## src/rtl/nig_pkg.sv

```systemverilog
package nig_pkg;

    typedef enum logic {
        SRC_LIVE   = 1'b0,
        SRC_REPLAY = 1'b1
    } src_state_e;

    typedef enum logic [1:0] {
        WD_IDLE  = 2'd0,
        WD_COUNT = 2'd1,
        WD_FIRED = 2'd2
    } wd_state_e;

endpackage

```

## src/rtl/nig_regs.sv

```systemverilog
// Software-visible configuration and the two sticky interrupt bits.
module nig_regs #(
    parameter int unsigned          DATA_W    = 32,
    parameter int unsigned          CNT_W     = 16,
    parameter logic [DATA_W-1:0]    TAG_RESET = '1
) (
    input  logic              clk,
    input  logic              rst_n,
    input  logic              cfg_we,
    input  logic              cfg_en,
    input  logic [CNT_W-1:0]  cfg_limit,
    input  logic              tag_we,
    input  logic [DATA_W-1:0] tag_in,
    input  logic              strip_evt,
    input  logic              ext_clr,
    input  logic              fire_evt,
    input  logic              dl_clr,
    output logic              wd_en,
    output logic [CNT_W-1:0]  wd_limit,
    output logic [DATA_W-1:0] tag_q,
    output logic              ext_irq,
    output logic              dl_irq
);

    // reset values, R6 tag load, R7/R9 limit and enable
    always_ff @(posedge clk) begin
        if (!rst_n) begin
            wd_en    <= 1'b0;
            wd_limit <= '0;
            tag_q    <= TAG_RESET;
        end else begin
            if (cfg_we) begin
                wd_en    <= cfg_en;
                wd_limit <= cfg_limit;
            end
            if (tag_we) begin
                tag_q <= tag_in;
            end
        end
    end

    // set has priority over clear
    always_ff @(posedge clk) begin
        if (!rst_n) begin
            ext_irq <= 1'b0;
            dl_irq  <= 1'b0;
        end else begin
            if (strip_evt) begin
                ext_irq <= 1'b1;
            end else if (ext_clr) begin
                ext_irq <= 1'b0;
            end
            if (fire_evt) begin
                dl_irq <= 1'b1;
            end else if (dl_clr) begin
                dl_irq <= 1'b0;
            end
        end
    end

endmodule

```

## src/rtl/nig_source.sv

```systemverilog
// Source selection state machine, read port and reserved-word stripping.
module nig_source
    import nig_pkg::*;
#(
    parameter int unsigned DATA_W = 32
) (
    input  logic              clk,
    input  logic              rst_n,
    input  logic              mode_enter,
    input  logic              mode_leave,
    input  logic              net_valid,
    input  logic [DATA_W-1:0] net_data,
    input  logic              rpl_valid,
    input  logic [DATA_W-1:0] rpl_data,
    input  logic              cpu_rd,
    input  logic [DATA_W-1:0] tag_q,
    output logic              net_pop,
    output logic              rpl_pop,
    output logic              cpu_valid,
    output logic [DATA_W-1:0] cpu_data,
    output logic              cpu_stall,
    output logic              in_replay,
    output logic              strip_evt,
    output logic              live_wait
);

    src_state_e state_q, state_d;
    logic       head_is_tag;

    assign head_is_tag = net_valid && (net_data == tag_q);

    // next-state logic; R13: leave wins over enter
    always_comb begin
        state_d = state_q;
        unique case (state_q)
            SRC_LIVE: begin
                if (mode_enter && !mode_leave) begin
                    state_d = SRC_REPLAY;
                end
            end
            SRC_REPLAY: begin
                if (mode_leave) begin
                    state_d = SRC_LIVE;
                end
            end
            default: state_d = SRC_LIVE;
        endcase
    end

    always_ff @(posedge clk) begin
        if (!rst_n) begin
            state_q <= SRC_LIVE;
        end else begin
            state_q <= state_d;
        end
    end

    // outputs
    always_comb begin
        net_pop   = 1'b0;
        rpl_pop   = 1'b0;
        cpu_valid = 1'b0;
        cpu_data  = net_data;
        strip_evt = 1'b0;
        live_wait = 1'b0;
        in_replay = 1'b0;
        unique case (state_q)
            SRC_LIVE: begin
                strip_evt = head_is_tag;
                cpu_valid = net_valid && !head_is_tag;
                net_pop   = head_is_tag || (cpu_valid && cpu_rd);
                live_wait = cpu_valid && !cpu_rd;
            end
            SRC_REPLAY: begin
                in_replay = 1'b1;
                cpu_valid = rpl_valid;
                cpu_data  = rpl_data;
                rpl_pop   = rpl_valid && cpu_rd;
            end
            default: begin
                cpu_valid = 1'b0;
            end
        endcase
        cpu_stall = cpu_rd && !cpu_valid;
    end

endmodule

```

## src/rtl/nig_wdog.sv

```systemverilog
// Head-of-line wait timer state machine.
module nig_wdog
    import nig_pkg::*;
#(
    parameter int unsigned CNT_W = 16
) (
    input  logic             clk,
    input  logic             rst_n,
    input  logic             wait_i,
    input  logic             wd_en,
    input  logic [CNT_W-1:0] wd_limit,
    output logic             fire
);

    localparam logic [CNT_W-1:0] CNT_ONE = CNT_W'(1);

    wd_state_e        state_q, state_d;
    logic [CNT_W-1:0] cnt_q, cnt_d;
    logic             armed;

    assign armed = wd_en && (wd_limit != '0);

    // next state and count
    always_comb begin
        state_d = state_q;
        cnt_d   = cnt_q;
        unique case (state_q)
            WD_IDLE: begin
                cnt_d = '0;
                if (wait_i && armed) begin
                    state_d = WD_COUNT;
                    cnt_d   = CNT_ONE;
                end
            end
            WD_COUNT: begin
                if (!wait_i || !armed) begin
                    state_d = WD_IDLE;
                    cnt_d   = '0;
                end else if (cnt_q >= wd_limit) begin
                    state_d = WD_FIRED;
                end else begin
                    cnt_d = cnt_q + CNT_ONE;
                end
            end
            WD_FIRED: begin
                if (!wait_i || !armed) begin
                    state_d = WD_IDLE;
                    cnt_d   = '0;
                end
            end
            default: begin
                state_d = WD_IDLE;
                cnt_d   = '0;
            end
        endcase
    end

    always_ff @(posedge clk) begin
        if (!rst_n) begin
            state_q <= WD_IDLE;
            cnt_q   <= '0;
        end else begin
            state_q <= state_d;
            cnt_q   <= cnt_d;
        end
    end

    // output: one-cycle fire pulse on the fire transition
    always_comb begin
        fire = 1'b0;
        unique case (state_q)
            WD_COUNT: fire = wait_i && armed && (cnt_q >= wd_limit);
            WD_IDLE:  fire = 1'b0;
            WD_FIRED: fire = 1'b0;
            default:  fire = 1'b0;
        endcase
    end

endmodule

```

## src/rtl/netin_guard.sv

```systemverilog
module netin_guard #(
    parameter int unsigned       DATA_W    = 32,
    parameter int unsigned       CNT_W     = 16,
    parameter logic [DATA_W-1:0] TAG_RESET = 32'hFFFF_FFF0
) (
    input  logic              clk,
    input  logic              rst_n,
    input  logic              net_valid,
    input  logic [DATA_W-1:0] net_data,
    output logic              net_pop,
    input  logic              rpl_valid,
    input  logic [DATA_W-1:0] rpl_data,
    output logic              rpl_pop,
    input  logic              cpu_rd,
    output logic              cpu_valid,
    output logic [DATA_W-1:0] cpu_data,
    output logic              cpu_stall,
    input  logic              cfg_we,
    input  logic              cfg_en,
    input  logic [CNT_W-1:0]  cfg_limit,
    input  logic              tag_we,
    input  logic [DATA_W-1:0] tag_in,
    input  logic              mode_enter,
    input  logic              mode_leave,
    output logic              in_replay,
    input  logic              ext_clr,
    output logic              ext_irq,
    input  logic              dl_clr,
    output logic              dl_irq
);

    logic              wd_en;
    logic [CNT_W-1:0]  wd_limit;
    logic [DATA_W-1:0] tag_q;
    logic              strip_evt;
    logic              live_wait;
    logic              fire_evt;

    nig_regs #(
        .DATA_W    (DATA_W),
        .CNT_W     (CNT_W),
        .TAG_RESET (TAG_RESET)
    ) u_regs (
        .clk       (clk),
        .rst_n     (rst_n),
        .cfg_we    (cfg_we),
        .cfg_en    (cfg_en),
        .cfg_limit (cfg_limit),
        .tag_we    (tag_we),
        .tag_in    (tag_in),
        .strip_evt (strip_evt),
        .ext_clr   (ext_clr),
        .fire_evt  (fire_evt),
        .dl_clr    (dl_clr),
        .wd_en     (wd_en),
        .wd_limit  (wd_limit),
        .tag_q     (tag_q),
        .ext_irq   (ext_irq),
        .dl_irq    (dl_irq)
    );

    nig_source #(
        .DATA_W (DATA_W)
    ) u_source (
        .clk        (clk),
        .rst_n      (rst_n),
        .mode_enter (mode_enter),
        .mode_leave (mode_leave),
        .net_valid  (net_valid),
        .net_data   (net_data),
        .rpl_valid  (rpl_valid),
        .rpl_data   (rpl_data),
        .cpu_rd     (cpu_rd),
        .tag_q      (tag_q),
        .net_pop    (net_pop),
        .rpl_pop    (rpl_pop),
        .cpu_valid  (cpu_valid),
        .cpu_data   (cpu_data),
        .cpu_stall  (cpu_stall),
        .in_replay  (in_replay),
        .strip_evt  (strip_evt),
        .live_wait  (live_wait)
    );

    nig_wdog #(
        .CNT_W (CNT_W)
    ) u_wdog (
        .clk      (clk),
        .rst_n    (rst_n),
        .wait_i   (live_wait),
        .wd_en    (wd_en),
        .wd_limit (wd_limit),
        .fire     (fire_evt)
    );

endmodule

```

## config.mk

```make
export PLATFORM = sky130hd
export DESIGN_NAME = netin_guard
export DESIGN_NICKNAME = d
export VERILOG_FILES = /design/src/rtl/nig_pkg.sv /design/src/rtl/nig_regs.sv /design/src/rtl/nig_source.sv /design/src/rtl/nig_wdog.sv /design/src/rtl/netin_guard.sv
export SDC_FILE = /design/constraint.sdc
export NUM_CORES = 1
export LEC_CHECK = 0
export BUFFER_PORTS_ARGS = -buffer_cell sky130_fd_sc_hd__buf_2
export CORE_MARGIN = 2
export CORE_UTILIZATION = 45
export DETAILED_ROUTE_END_ITERATION = 8
export PLACE_DENSITY = 0.75
export RECOVER_POWER = 100
export SLEW_MARGIN = 30
export SYNTH_ARGS = -nofsm -noshare
export SYNTH_HDL_FRONTEND = slang
export SYNTH_SLANG_ARGS = --single-unit
```

## constraint.sdc

```tcl
create_clock -name clk -period 3.7 [get_ports clk]
set_input_delay 0.185 -clock clk [delete_from_list [all_inputs] [get_ports clk]]
set_output_delay 0.185 -clock clk [all_outputs]
set_load 0.01 [all_outputs]
```

* Word-level counts from Yosys, hierarchy flattened
Index checks and enable logic that the tools add are counted.
** Storage, ports and cells
- Output and inout bits :: 39
- Bits in registers :: 70
- Logic and storage cells :: 67
- Input port bits :: 124
** Cells by class
- Add/subtract/negate cells :: 1
- Equal/unequal tests :: 7
- Muxes and demuxes :: 25
- Bitwise gates (word level) :: 1
- Reduce and logical (&&, ||, !) cells :: 24
- Magnitude comparators :: 1
** Operators with widths (count)
- 2-to-1 mux 16 bit :: 3
- one-hot mux 16 bit (3 select lines) :: 1
- equality test 32 bit :: 1
- 2-to-1 mux 32 bit :: 1
- adder 16 x 1 -> 16 bit, second input constant :: 1
- greater-or-equal comparator 16 bit :: 1
- nonzero test 16 bit :: 1
- 2-to-1 mux 1 bit :: 13
- logical AND 1 bit :: 10
- 2-to-1 mux 2 bit :: 4
- logical NOT 1 bit :: 6
- one-hot mux 2 bit (3 select lines) :: 1
- inequality test 2 x 1 -> 1 bit, second input constant :: 2
- one-hot mux 1 bit (2 select lines) :: 2
- nonzero test 2 bit :: 2
- inequality test 3 x 1 -> 1 bit, second input constant :: 1
- inequality test 3 x 2 -> 1 bit, second input constant :: 1
- AND reduction 3 bit :: 1
- equality test 2 x 1 -> 1 bit, second input constant :: 1
- equality test 2 bit, second input constant :: 1
- logical NOT 2 bit :: 1
- logical OR 1 bit :: 2
- AND reduction 2 bit :: 1
- NOT 1 bit :: 1

* Logic depth before layout (Yosys ltp)
- Depth in word-level cells :: 10
- Depth in mapped cells :: 11
- Depth with buffers taken out :: 10

* By module
From an unflattened synthesis, not the netlist that was laid out.
** Second synthesis, totals
- Cells, all modules :: 441
- Area, all modules :: 4140.2 um^2
** By module, submodules not included
- nig_regs :: sequential area each 1021.0 um^2, cells each 164, instances 1, area an instance 1876.8 um^2
- nig_wdog :: sequential area each 360.3 um^2, cells each 185, instances 1, area an instance 1438.9 um^2
- nig_source :: sequential area each 20.0 um^2, cells each 92, instances 1, area an instance 824.5 um^2

* Worst setup path after synthesis
OpenSTA, ideal clock, no wires.
- Path type :: register to register
- Start point :: register u_regs.wd_limit[13]
- End point :: register u_wdog.cnt_q[1]
- Slack :: 1.484 ns
- Setup time :: 0.117 ns
- Clock period less this slack :: 2.216 ns
- Data arrival time :: 2.099 ns
- Cell stages (with the launch flop) :: 11
- Path buffers :: 1
- Data required time :: 3.583 ns
- Cell sequence :: dfxtp_1 inv_1 ha_1 a2111oi_2 o21ai_1 o211ai_2 nand3_4 a21boi_4 and3b_1 buf_6 a32o_1
** Between the ends
- Word-level cells in the longest chain between the ends :: 6
- Elaborated cells between the ends (all ways) :: 10
- Those cells by class :: 1 x order compare; 2 x eq/ne; 2 x mux; 5 x reduce/logical
** RTL lines
- start: declaration :: RTL line nig_regs.sv:19 : output logic [CNT_W-1:0] wd_limit,
- start signal: assignment :: RTL line nig_regs.sv:34 : wd_limit <= cfg_limit;
- branches (longest 6 deep; another with greater-or-equal comparator 16 bit)
- end signal: assignment :: RTL line nig_wdog.sv:64 : cnt_q <= cnt_d;
- end: declaration :: RTL line nig_wdog.sv:18 : logic [CNT_W-1:0] cnt_q, cnt_d;
Several ways; the timed one is not identified.
A chain may end at the register's enable or synchronous reset.

* Final worst setup path
- Start point :: register u_regs.wd_limit[13]
- End point :: register u_wdog.cnt_q[10]
Same word-level chain as after synthesis.

==> metrics.md <==
| Metric | Value |
|---|---|
| Vias/cell | 5.16 |
| CTS Buffer Depth | 2 |
| TritonCTS clock tree | yes |
| Most common cell after layout, fill and taps aside | buf_2 |
| Die Ht | ~99 um |
| Finished Cell Area | 5020 um^2 |
| Setup_tns | 0 ns |
| Largest stage delay, worst path | 0.74 ns |
| Final setup viols | 0 |
| Fraction of registers with async set/reset | 0% |
| Kind of critical path | reg2reg |
| Avg Inst Size Synth | 9.53 um^2 |
| Worst min path class | in2reg |
| Status | finished with violations |
| GR Overflow Total | 0 |
| Sw Ratio | between 20% and 30% |
| Required time of the critical path | 3.93 ns |
| Top achievable clock speed | approximately 340 MHz |
| GRT Resource Usage Total | a little over a fifth |
| Tmin final | between 2 and 3 ns |
| Setup crit end kind | flop |
| DRT Pass-1 Iters | 4 |
| Clk sink count | 70 |
| Slowest CP cell | a21boi_0 |
| Delay-heaviest family, CP | compound AO/OA/AOI/OAI gates |
| Core footprint | 8680 um^2 |
| Psw | roughly 0.46 mW |
| Buf/Inv on CP | 1 |
| EDFF count, synth | 0 |
| Postcts setup bufs | 0 |
| Drt total wl | 10.2 mm |
| H-tree depth | 3 |
| Hold buffers post-CTS | 0 |
| Commonest non-fill, non-tap cells in the layout | buf_2, dfxtp_1, mux2i_1 |
| FP Rows | 34 |
| Clock power share | 35.8% |
| Cell total after placement | 675 |
| DR vias | roughly 3600 |
| Sequence of cells on the critical path | inv_1 -> ha_1 -> a2111oi_2 -> o21ai_0 -> o211ai_2 -> nand3_4 -> a21boi_0 -> nor3_1 -> a221oi_1 -> nor2b_1 |
| Seq cells post-synth | 70 |
| Power per cell area | between 300 and 400 nW/um^2 |
| Final Max Tran Viols | between 60 and 70 |
| Sequential element share of the synthesized area | 34.8% |
| Top FF cell, synth | dfxtp_1 |
| Iteration-0 DRC Markers | around 150 |
| Final hold slack | around 0.023 ns |
| Area delta synth->final | 24.8% |
| Final Total Pwr | 1.72 mW |
| Fin crit share | between 70% and 80% |
| Netlist Area Pre-Place | a little over 4000 um^2 |
| Nets@finish | ~720 |
| Crit path max fanout | 7 |
| Rel. slew slack | -50.1% |
| Layout cells sized above 1 | between 30% and 40% |
| Logic pwr share | between 15 and 20% |
| Internal Pwr Total | 1.27 mW |
| Worst endpoint data arrival time | ~3.2 ns |
| I/O Buffers | 162 |
| Setup Skew | 0.0119 ns |
| Die width | approximately 99 um |
| Worst slew pin tran | roughly 2.3 ns |
| Worst skew pair latency | around 0.34 ns |
| Crit start category | flop |
| HPWL Detailed | 8.24 mm |
| Reg clk slew, reported paths | ~0.080 ns |
| RSZ-0062 raised after global routing | false |
| GP Congestion | around 0.79 |
| Io pins | 163 |
| CTS Buf Count | 9 |
| Routed Antenna Nets | 0 |
| Number of global-route vias before repair | about 3700 |
| DRC | 0 |
| Max Cap Viol | 2 |
| VDD IR max | around 0.00018 V |
| Gate Count Post-Synth | between 400 and 500 |
| Clock Tree Root | clkbuf_8 |
| Gates resized, CTS repair | 0 |
| Initial Utilization | a little under half |
| Syn nets | about 560 |
| Post-DP Area | around 4900 um^2 |
| Largest net degree at the start of global routing | 60 |
| Die area | 9710 um^2 |
| Sequential Power Share | about 47% |
| Yosys warnings | 0 |
| Drt wl/cell | about 15 um |
| Antenna violations before repair | 1 |
| P_leak | 2.30 nW |
| Count of unique library cells instantiated by Yosys | 47 |
| Hold Violations, Final | 0 |
| Failing checks | capacitance limit, slew limit |
| Final non-filler cell total | a little under 700 |
| Global-route wire length before repair | 16.6 mm |
-- cell families after synthesis --
family	Yosys count	synth area share, %
adders and majority gates	17	5.29
AOI/OAI and AO/OA	43	7.90
DFF	70	34.8
and+or+nand+nor	136	18.7
buffers and inverters	37	3.86
muxes	81	21.2
xor gates and xnor gates	38	8.27
-- synth_stat cells (3+ instances only) --
cell type / count / area (um^2)
dfxtp_1: 70 / 1400
mux2i_1: 49 / 490
nand2_1: 41 / 154
xor2_1: 35 / 307
mux2_2: 32 / 360
nor2b_1: 24 / 150
inv_1: 19 / 71.3
nor2_1: 18 / 67.6
ha_1: 17 / 213
nor4_1: 12 / 75.1
o21ai_0: 10 / 50.1
and3_1: 9 / 56.3
clkbuf_1: 9 / 33.8
a21o_1: 7 / 52.6
buf_1: 6 / 22.5
nor3b_1: 6 / 45.0
nand4_1: 5 / 31.3
o22ai_1: 5 / 31.3
a21oi_1: 4 / 20.0
nand3_1: 4 / 20.0
a211oi_1: 3 / 22.5
nand2b_1: 3 / 18.8
nor3_1: 3 / 15.0
o211ai_1: 3 / 22.5
xnor2_1: 3 / 26.3
-- cell type report --
class / count / area, um^2
multi-input combinational: 315 / 2440
clock inverter: 6 / 61.3
inverter: 19 / 71.3
sequential: 70 / 1400
antenna: 1 / 2.50
clock buffer: 10 / 138
fill: 820 / 3660
timing repair buffer: 163 / 768
tap: 108 / 135
-- registers in the layout, indices dropped and copies added, names as in the netlist --
name	flops
u_regs.dl_irq	1
u_regs.ext_irq	1
u_regs.tag_q	32
u_regs.wd_en	1
u_regs.wd_limit	16
u_source.state_q	1
u_wdog.cnt_q	16
u_wdog.state_q	2
-- per-stage QoR --
step,setup slack (ns),util (%)
2_1_floorplan,1.48,-
5_1_grt,0.528,57.8
6_report,0.762,57.8
3_5_place_dp,1.23,56.4
3_3_place_gp,1.34,56.4
4_1_cts,1.20,58.7
-- power by group through the flow --
stage          Combinational, mW  Clock, mW  Sequential (mW)
6_report                   0.295      0.617            0.810
5_1_grt                    0.327      0.667            0.814
4_1_cts                    0.306      0.627            0.810
3_5_place_dp               0.304          0            0.827
3_3_place_gp               0.297          0            0.825
2_1_floorplan              0.177          0            0.821
-- routing by layer --
layer | vias up | share of wire, % | GRT usage [%]
li1 | 1791 | - | -
met1 | 1639 | 38 | 22.9
met2 | 125 | 54 | 40.9
met3 | 17 | 5.2 | 3.26
met4 | 0 | 2.5 | 7.59
met5 | - | 0 | 0
-- worst paths after layout --
kind                             from                to  slack, ns  cells past startpoint
setup / recovery  u_regs.wd_limit[13]  u_wdog.cnt_q[10]       0.76                     10
hold / removal             mode_leave  u_source.state_q       0.02                      2
setup reg to reg  u_regs.wd_limit[13]  u_wdog.cnt_q[10]       0.76                     10
hold reg to reg        u_regs.ext_irq    u_regs.ext_irq       0.49                      2
No activity file was read; power rests on OpenSTA's default activity.
